$ cat src/rtl/sis_pkg.sv
package sis_pkg;
  // Per-record mismatch classification
  typedef struct packed {
    logic trk;  // cylinder differs
    logic bad;  // cylinder read as all ones
    logic oth;  // side, sector or size differs
  } miss_t;

  localparam logic [7:0] IC_ABNORMAL = 8'h40;
endpackage

$ cat src/rtl/sis_compare.sv
module sis_compare
  import sis_pkg::*;
#(
  parameter int W = 8
) (
  input  logic [W-1:0] tgt_track,
  input  logic [W-1:0] tgt_head,
  input  logic [W-1:0] tgt_sector,
  input  logic [W-1:0] tgt_size,
  input  logic [W-1:0] id_track,
  input  logic [W-1:0] id_head,
  input  logic [W-1:0] id_sector,
  input  logic [W-1:0] id_size,
  output logic         all_eq,
  output miss_t        miss
);
  localparam int NF = 4;
  logic [NF-1:0][W-1:0] tv, iv;
  logic [NF-1:0]        eq;

  // Field order: cylinder, side, sector, size
  assign tv = {tgt_size, tgt_sector, tgt_head, tgt_track};
  assign iv = {id_size, id_sector, id_head, id_track};

  for (genvar g = 0; g < NF; g++) begin : g_cmp
    assign eq[g] = (tv[g] == iv[g]);
  end

  assign all_eq   = &eq;
  assign miss.trk = ~eq[0];
  assign miss.bad = &id_track;
  assign miss.oth = ~&eq[NF-1:1];
endmodule

$ cat src/rtl/sis_index_cnt.sv
module sis_index_cnt #(
  parameter int LIMIT = 2
) (
  input  logic clk,
  input  logic rst_n,
  input  logic clr,
  input  logic en,
  input  logic pulse,
  output logic reached
);
  localparam int CW = $clog2(LIMIT + 1);
  localparam logic [CW-1:0] LAST = CW'(LIMIT - 1);
  logic [CW-1:0] cnt_q;

  assign reached = en && pulse && (cnt_q == LAST);

  always_ff @(posedge clk or negedge rst_n) begin
    if (!rst_n)                     cnt_q <= '0;
    else if (clr)                   cnt_q <= '0;
    else if (en && pulse && !reached) cnt_q <= cnt_q + 1'b1;
  end

  AST_IDX_BOUND: assert property (@(posedge clk) disable iff (!rst_n)
    cnt_q < CW'(LIMIT));
endmodule

$ cat src/rtl/sis_status.sv
module sis_status
  import sis_pkg::*;
(
  input  logic       clk,
  input  logic       rst_n,
  input  logic       clr,
  input  logic       rec_en,
  input  miss_t      rec_miss,
  input  logic       term_idx,
  input  logic       term_crc,
  output logic [7:0] st0,
  output logic [7:0] st1,
  output logic [7:0] st2
);
  logic  am_seen_q;
  miss_t miss_q;
  logic  am_eff;
  miss_t miss_eff;

  // Fold in the record arriving in the terminating cycle
  assign am_eff   = am_seen_q | rec_en;
  assign miss_eff = rec_en ? rec_miss : miss_q;

  always_ff @(posedge clk or negedge rst_n) begin
    if (!rst_n) begin
      am_seen_q <= 1'b0;
      miss_q    <= '0;
      st0 <= '0; st1 <= '0; st2 <= '0;
    end else if (clr) begin
      am_seen_q <= 1'b0;
      miss_q    <= '0;
      st0 <= '0; st1 <= '0; st2 <= '0;
    end else begin
      if (rec_en) begin
        am_seen_q <= 1'b1;
        miss_q    <= rec_miss;
      end
      if (term_crc) begin
        st0 <= IC_ABNORMAL;
        st1 <= 8'h20;
        st2 <= 8'h00;
      end else if (term_idx) begin
        st0 <= IC_ABNORMAL;
        st1 <= {5'b0, miss_eff.oth, 1'b0, ~am_eff};
        st2 <= {3'b0, miss_eff.trk & ~miss_eff.bad, 2'b0, miss_eff.trk & miss_eff.bad, 1'b0};
      end
    end
  end

  AST_TRK_EXCL: assert property (@(posedge clk) disable iff (!rst_n)
    !(st2[4] && st2[1]));
  AST_AM_NO_MISS: assert property (@(posedge clk) disable iff (!rst_n)
    st1[0] |-> (st2 == 8'h00 && !st1[2]));
endmodule

$ cat src/rtl/sector_id_search.sv
module sector_id_search
  import sis_pkg::*;
#(
  parameter int W         = 8,
  parameter int IDX_LIMIT = 2
) (
  input  logic         clk,
  input  logic         rst_n,
  input  logic         start,
  input  logic [W-1:0] tgt_track,
  input  logic [W-1:0] tgt_head,
  input  logic [W-1:0] tgt_sector,
  input  logic [W-1:0] tgt_size,
  input  logic         id_valid,
  output logic         id_ready,
  input  logic [W-1:0] id_track,
  input  logic [W-1:0] id_head,
  input  logic [W-1:0] id_sector,
  input  logic [W-1:0] id_size,
  input  logic         id_am,
  input  logic         id_crc_ok,
  input  logic         index_pulse,
  output logic         busy,
  output logic         found,
  output logic         fail,
  output logic [7:0]   st0,
  output logic [7:0]   st1,
  output logic [7:0]   st2
);
  logic [W-1:0] t_trk_q, t_hd_q, t_sec_q, t_sz_q;
  logic busy_q, found_q, fail_q;
  logic acc, all_eq, hit, crc_bad, mism, idx_done, term_idx;
  miss_t miss;

  assign acc      = id_valid && busy_q;
  assign hit      = acc && id_am && id_crc_ok && all_eq;
  assign crc_bad  = acc && id_am && !id_crc_ok;
  assign mism     = acc && id_am && id_crc_ok && !all_eq;
  assign term_idx = idx_done && !hit && !crc_bad;

  sis_compare #(.W(W)) u_cmp (
    .tgt_track(t_trk_q), .tgt_head(t_hd_q), .tgt_sector(t_sec_q), .tgt_size(t_sz_q),
    .id_track(id_track), .id_head(id_head), .id_sector(id_sector), .id_size(id_size),
    .all_eq(all_eq), .miss(miss)
  );

  sis_index_cnt #(.LIMIT(IDX_LIMIT)) u_idx (
    .clk(clk), .rst_n(rst_n), .clr(start), .en(busy_q && !start),
    .pulse(index_pulse), .reached(idx_done)
  );

  sis_status u_st (
    .clk(clk), .rst_n(rst_n), .clr(start),
    .rec_en(mism), .rec_miss(miss),
    .term_idx(term_idx), .term_crc(crc_bad),
    .st0(st0), .st1(st1), .st2(st2)
  );

  always_ff @(posedge clk or negedge rst_n) begin
    if (!rst_n) begin
      busy_q  <= 1'b0;
      found_q <= 1'b0;
      fail_q  <= 1'b0;
      t_trk_q <= '0; t_hd_q <= '0; t_sec_q <= '0; t_sz_q <= '0;
    end else begin
      found_q <= hit && !start;
      fail_q  <= (crc_bad || term_idx) && !start;
      if (start) begin
        busy_q  <= 1'b1;
        t_trk_q <= tgt_track; t_hd_q <= tgt_head;
        t_sec_q <= tgt_sector; t_sz_q <= tgt_size;
      end else if (hit || crc_bad || term_idx) begin
        busy_q <= 1'b0;
      end
    end
  end

  assign id_ready = busy_q;
  assign busy     = busy_q;
  assign found    = found_q;
  assign fail     = fail_q;

  AST_FOUND_PULSE: assert property (@(posedge clk) disable iff (!rst_n)
    found |=> !found);
  AST_FOUND_CLEAN: assert property (@(posedge clk) disable iff (!rst_n)
    found |-> (st0 == 8'h00 && st1 == 8'h00 && st2 == 8'h00 && !busy));
  AST_FAIL_IC: assert property (@(posedge clk) disable iff (!rst_n)
    fail |-> (st0 == 8'h40 && !busy));
  AST_NOT_BOTH: assert property (@(posedge clk) disable iff (!rst_n)
    !(found && fail));
  AST_CRC_TERM: assert property (@(posedge clk) disable iff (!rst_n)
    (id_valid && id_ready && id_am && !id_crc_ok && !start) |=> (fail && st1 == 8'h20));
  AST_START_BUSY: assert property (@(posedge clk) disable iff (!rst_n)
    start |=> (busy && st0 == 8'h00));
endmodule

$ cat config.mk
export PLATFORM = sky130hd
export DESIGN_NAME = sector_id_search
export DESIGN_NICKNAME = d
export VERILOG_FILES = /design/src/rtl/sis_pkg.sv /design/src/rtl/sis_compare.sv /design/src/rtl/sis_index_cnt.sv /design/src/rtl/sis_status.sv /design/src/rtl/sector_id_search.sv
export SDC_FILE = /design/constraint.sdc
export NUM_CORES = 1
export LEC_CHECK = 0
export ABC_AREA = 1
export BUFFER_PORTS_ARGS = -buffer_cell sky130_fd_sc_hd__buf_4
export CORE_MARGIN = 2
export CORE_UTILIZATION = 46
export DETAILED_ROUTE_END_ITERATION = 8
export GPL_ROUTABILITY_DRIVEN = 0
export HOLD_SLACK_MARGIN = 0.02
export PLACE_DENSITY = 0.76
export SYNTH_ARGS = -nofsm -noshare
export SYNTH_HDL_FRONTEND = slang
export SYNTH_HIERARCHICAL = 1
export SYNTH_SLANG_ARGS = --single-unit
export TNS_END_PERCENT = 100
$ cat constraint.sdc
create_clock -name clk -period 2.1 [get_ports clk]
set_clock_uncertainty 0.15 [all_clocks]
set_input_delay 0 -clock clk [delete_from_list [all_inputs] [get_ports clk]]
set_output_delay 0 -clock clk [all_outputs]
set_load 0.01 [all_outputs]
==> impl_metrics.yaml <==
global_routing:
  first_global_vias: 2476
  grt_antenna_before_repair: 0
  grt_usage_pct: 18.69
  grt_pass1_wl_mm: 10.67
  grt_overflow: 0
  grt_max_degree: 48
finish:
  area_growth_syn_to_layout_pct: 39.67
  fin_nets: 549
  postLayoutCellArea_mm2: 0.004000
  layout_common_cells: "nand2_1, buf_4, inv_1"
  final_common_cell: "nand2_1"
  drive_gt1_share_pct: 32.01
  instances_no_fill: 553
  diodes: 0
die:
  initial_core_util_pct: 48.09
  dieArea_mm2: 0.006873
  num_io_pins: 99
  die_w_um: 82.91
  die_y_um: 82.91
  placementRows: 28
  coreArea_mm2: 0.005956
critical_path:
  arrival_ns: 2.10
  crit_path_start_kind: "flip-flop"
  worstSetupPathType: "flip-flop to flip-flop"
  end_kind: "flip-flop"
  crit_slowest_cell: "dfrtp_1"
  max_stage_delay_ns: 0.40
  worstPathCellList: "xor2_1 > nor2_1 > nand2_1 > nor2_4 > nand2_2 > nor2_4 > nand3_2 > nand2_2 > nor2_2 > inv_2 > nand2_4 > nor2_4 > nand2_2 > o21ai_2"
  cp_max_fo: 6
  crit_required_ns: 2.17
sta:
  rsz0062_at_grt: "true"
  slew_headroom_pct: 60.85
  slew_viol_final: 0
  setup_viol: 0
  fmaxAchievable_mhz: 492.1
  worstMarginPinSlew_ns: 0.5872
  min_period_ns: 2.032
  tns_ns: 0
  final-hold-violation-count: 0
  fin_crit_sh_pct: 96.76
cts:
  clkLatencyLatePin_ns: 0.29
  cts_tree: "built"
  clock_path_buffers: 2
  path_clk_slew_ns: 0.08
  cts_made_buffers: 5
  htreeDepth: 2
  cts_sinks: 47
  clock_tree.root_cell: "clkbuf_8"
pwr:
  finalPower_mw: 2.101
  switching_share_pct: 27.31
  p_switching_mw: 0.5739
  ir_drop_v: 0.0004042
  p_leak_nw: 2.265
  power.internal_mw: 1.527
  p_clk_share_pct: 24.4
  combPwrFrac_pct: 26.1
  p_seq_share_pct: 49.5
  cellPowerDensity_mw_per_mm2: 525.3
placement:
  dpl_cell_area_mm2: 0.003432
  numPortBuffers: 80
  dp_hpwl_mm: 4.439
  placed_cells: 501
synthesis:
  yosysTopAreaCellShare_pct: 41.07
  synth-seq-cells: 47
  seq_area_frac_synth_pct: 41.07
  synthTopCellsByArea: "dfrtp_1, mux2_4, nand2_1"
  synth_top_cell_by_area: "dfrtp_1"
  synth.avg_cell_area_um2: 8.183
  synth_area_mm2: 0.002864
  synth.distinct_cells: 25
  synth_warnings: 6
  netlist_instances: 350
drt:
  ant_nets: 0
  drc_errors: 0
  vias: 2499
  drt-wirelength-per-cell_um: 11.55
  via_per_inst: 4.519
  routed_wl_mm: 6.386
  dr.pass1.iters: 4
  drtIter0Drc: 67
run:
  cap_viol_max_count: 0
min_path:
  hp-class: "primary input to flip-flop"
outcome:
  status: "finished, final reports clean"
==> metrics by stage <==
step	setup WS (ns)	hold slack, ns	utilization (%)
4_1_cts	0.02450	0.1249	65.59
2_1_floorplan	0.01455	-0.4456	-
5_1_grt	-0.1198	0.2006	67.16
6_report	0.06807	0.1235	67.16
3_5_place_dp	-0.001060	-0.09375	57.63
3_3_place_gp	0.1138	-0.09577	57.63
==> repair_timing <==
| action | CTS | global route |
|---|---|---|
| setup endpoints to repair | 3 | 8 |
| endpoints found under the hold margin | 86 | 0 |
| hold buffers | 39 | 0 |
| cloned | 0 | 0 |
| gates resized for setup | 1 | 16 |
| setup buffers | 0 | 5 |
| pin swaps | 0 | 17 |
==> worst paths after layout <==
kind / startpoint / endpoint / slack [ns] / cells past startpoint
setup / recovery: t_trk_q[0] / u_st/st1[5] / 0.07 / 14
hold / removal: id_track[0] / u_st/miss_q[1] / 0.12 / 7
setup reg to reg: t_trk_q[0] / u_st/st1[5] / 0.07 / 14
hold reg to reg: u_st/st2[1] / u_st/st2[1] / 0.33 / 2
max in group asynchronous: rst_n / t_sz_q[5] / 1.27 / 2
min in group asynchronous: rst_n / t_sec_q[6] / 0.13 / 2
==> flip-flops by register name, indices dropped and copies added, names as in the netlist <==
register,count
u_st/miss_q,3
u_st/st1,3
fail,1
t_trk_q,8
t_sec_q,8
t_hd_q,8
busy,1
u_st/st2,2
found,1
t_sz_q,8
u_st/st0,1
u_idx/cnt_q,2
u_st/am_seen_q,1
==> layout make-up <==
class                   count  area [µm²]
clock buffers               7       76.32
clock inverters             1       5.005
fillers                   474        1956
inverters                  66       247.7
multi-input cells         231        1358
flip-flops and latches     47        1176
well taps                  75       93.84
repair buffers            126        1044
==> logic make-up after synthesis <==
family	after synthesis	synth area share, %
other	1	0.1309
XOR/XNOR	3	0.9176
buffers and inverters	89	15.81
multiplexers	32	15.99
adder cells (fa/ha/maj)	1	0.4368
flip-flops	47	41.07
AO/OA/AOI/OAI	9	1.791
AND/OR/NAND/NOR	168	23.85
==> power by group through the flow <==
stage	registers (mW)	logic, mW	clock network [mW]
after floorplan	1.05	0.315	0
after global placement	1.05	0.456	0
after detailed placement	1.06	0.468	0
after CTS	1.04	0.528	0.538
after global routing	1.05	0.607	0.569
final	1.04	0.548	0.514
==> layer usage <==
metal | wire length (µm) | share of wire, % | GRT usage, %
met2 | 3393 | 53 | 35.34
met4 | 184 | 2.9 | 7.899
met1 | 2541 | 40 | 20.55
met5 | 0 | 0 | 0
met3 | 266 | 4.2 | 2.883
==> cell usage after synthesis, drive strengths merged <==
master,n
conb,1
nand4,2
ha,1
o21bai,1
buf,23
nor2,56
inv,66
nand2,96
xor2,3
nor4,1
mux2,32
nand3,12
or2,1
a21oi,3
dfrtp,47
o21ai,5
==> critical path: cells and delay by family (launching register included) <==
kind | cells | cell delay [ns]
simple gates | 11 | 1.10
buf+inv | 1 | 0.08
compound gates | 1 | 0.05
xor+xnor | 1 | 0.17
flops | 1 | 0.40
Power figures use the tool's default switching activity.
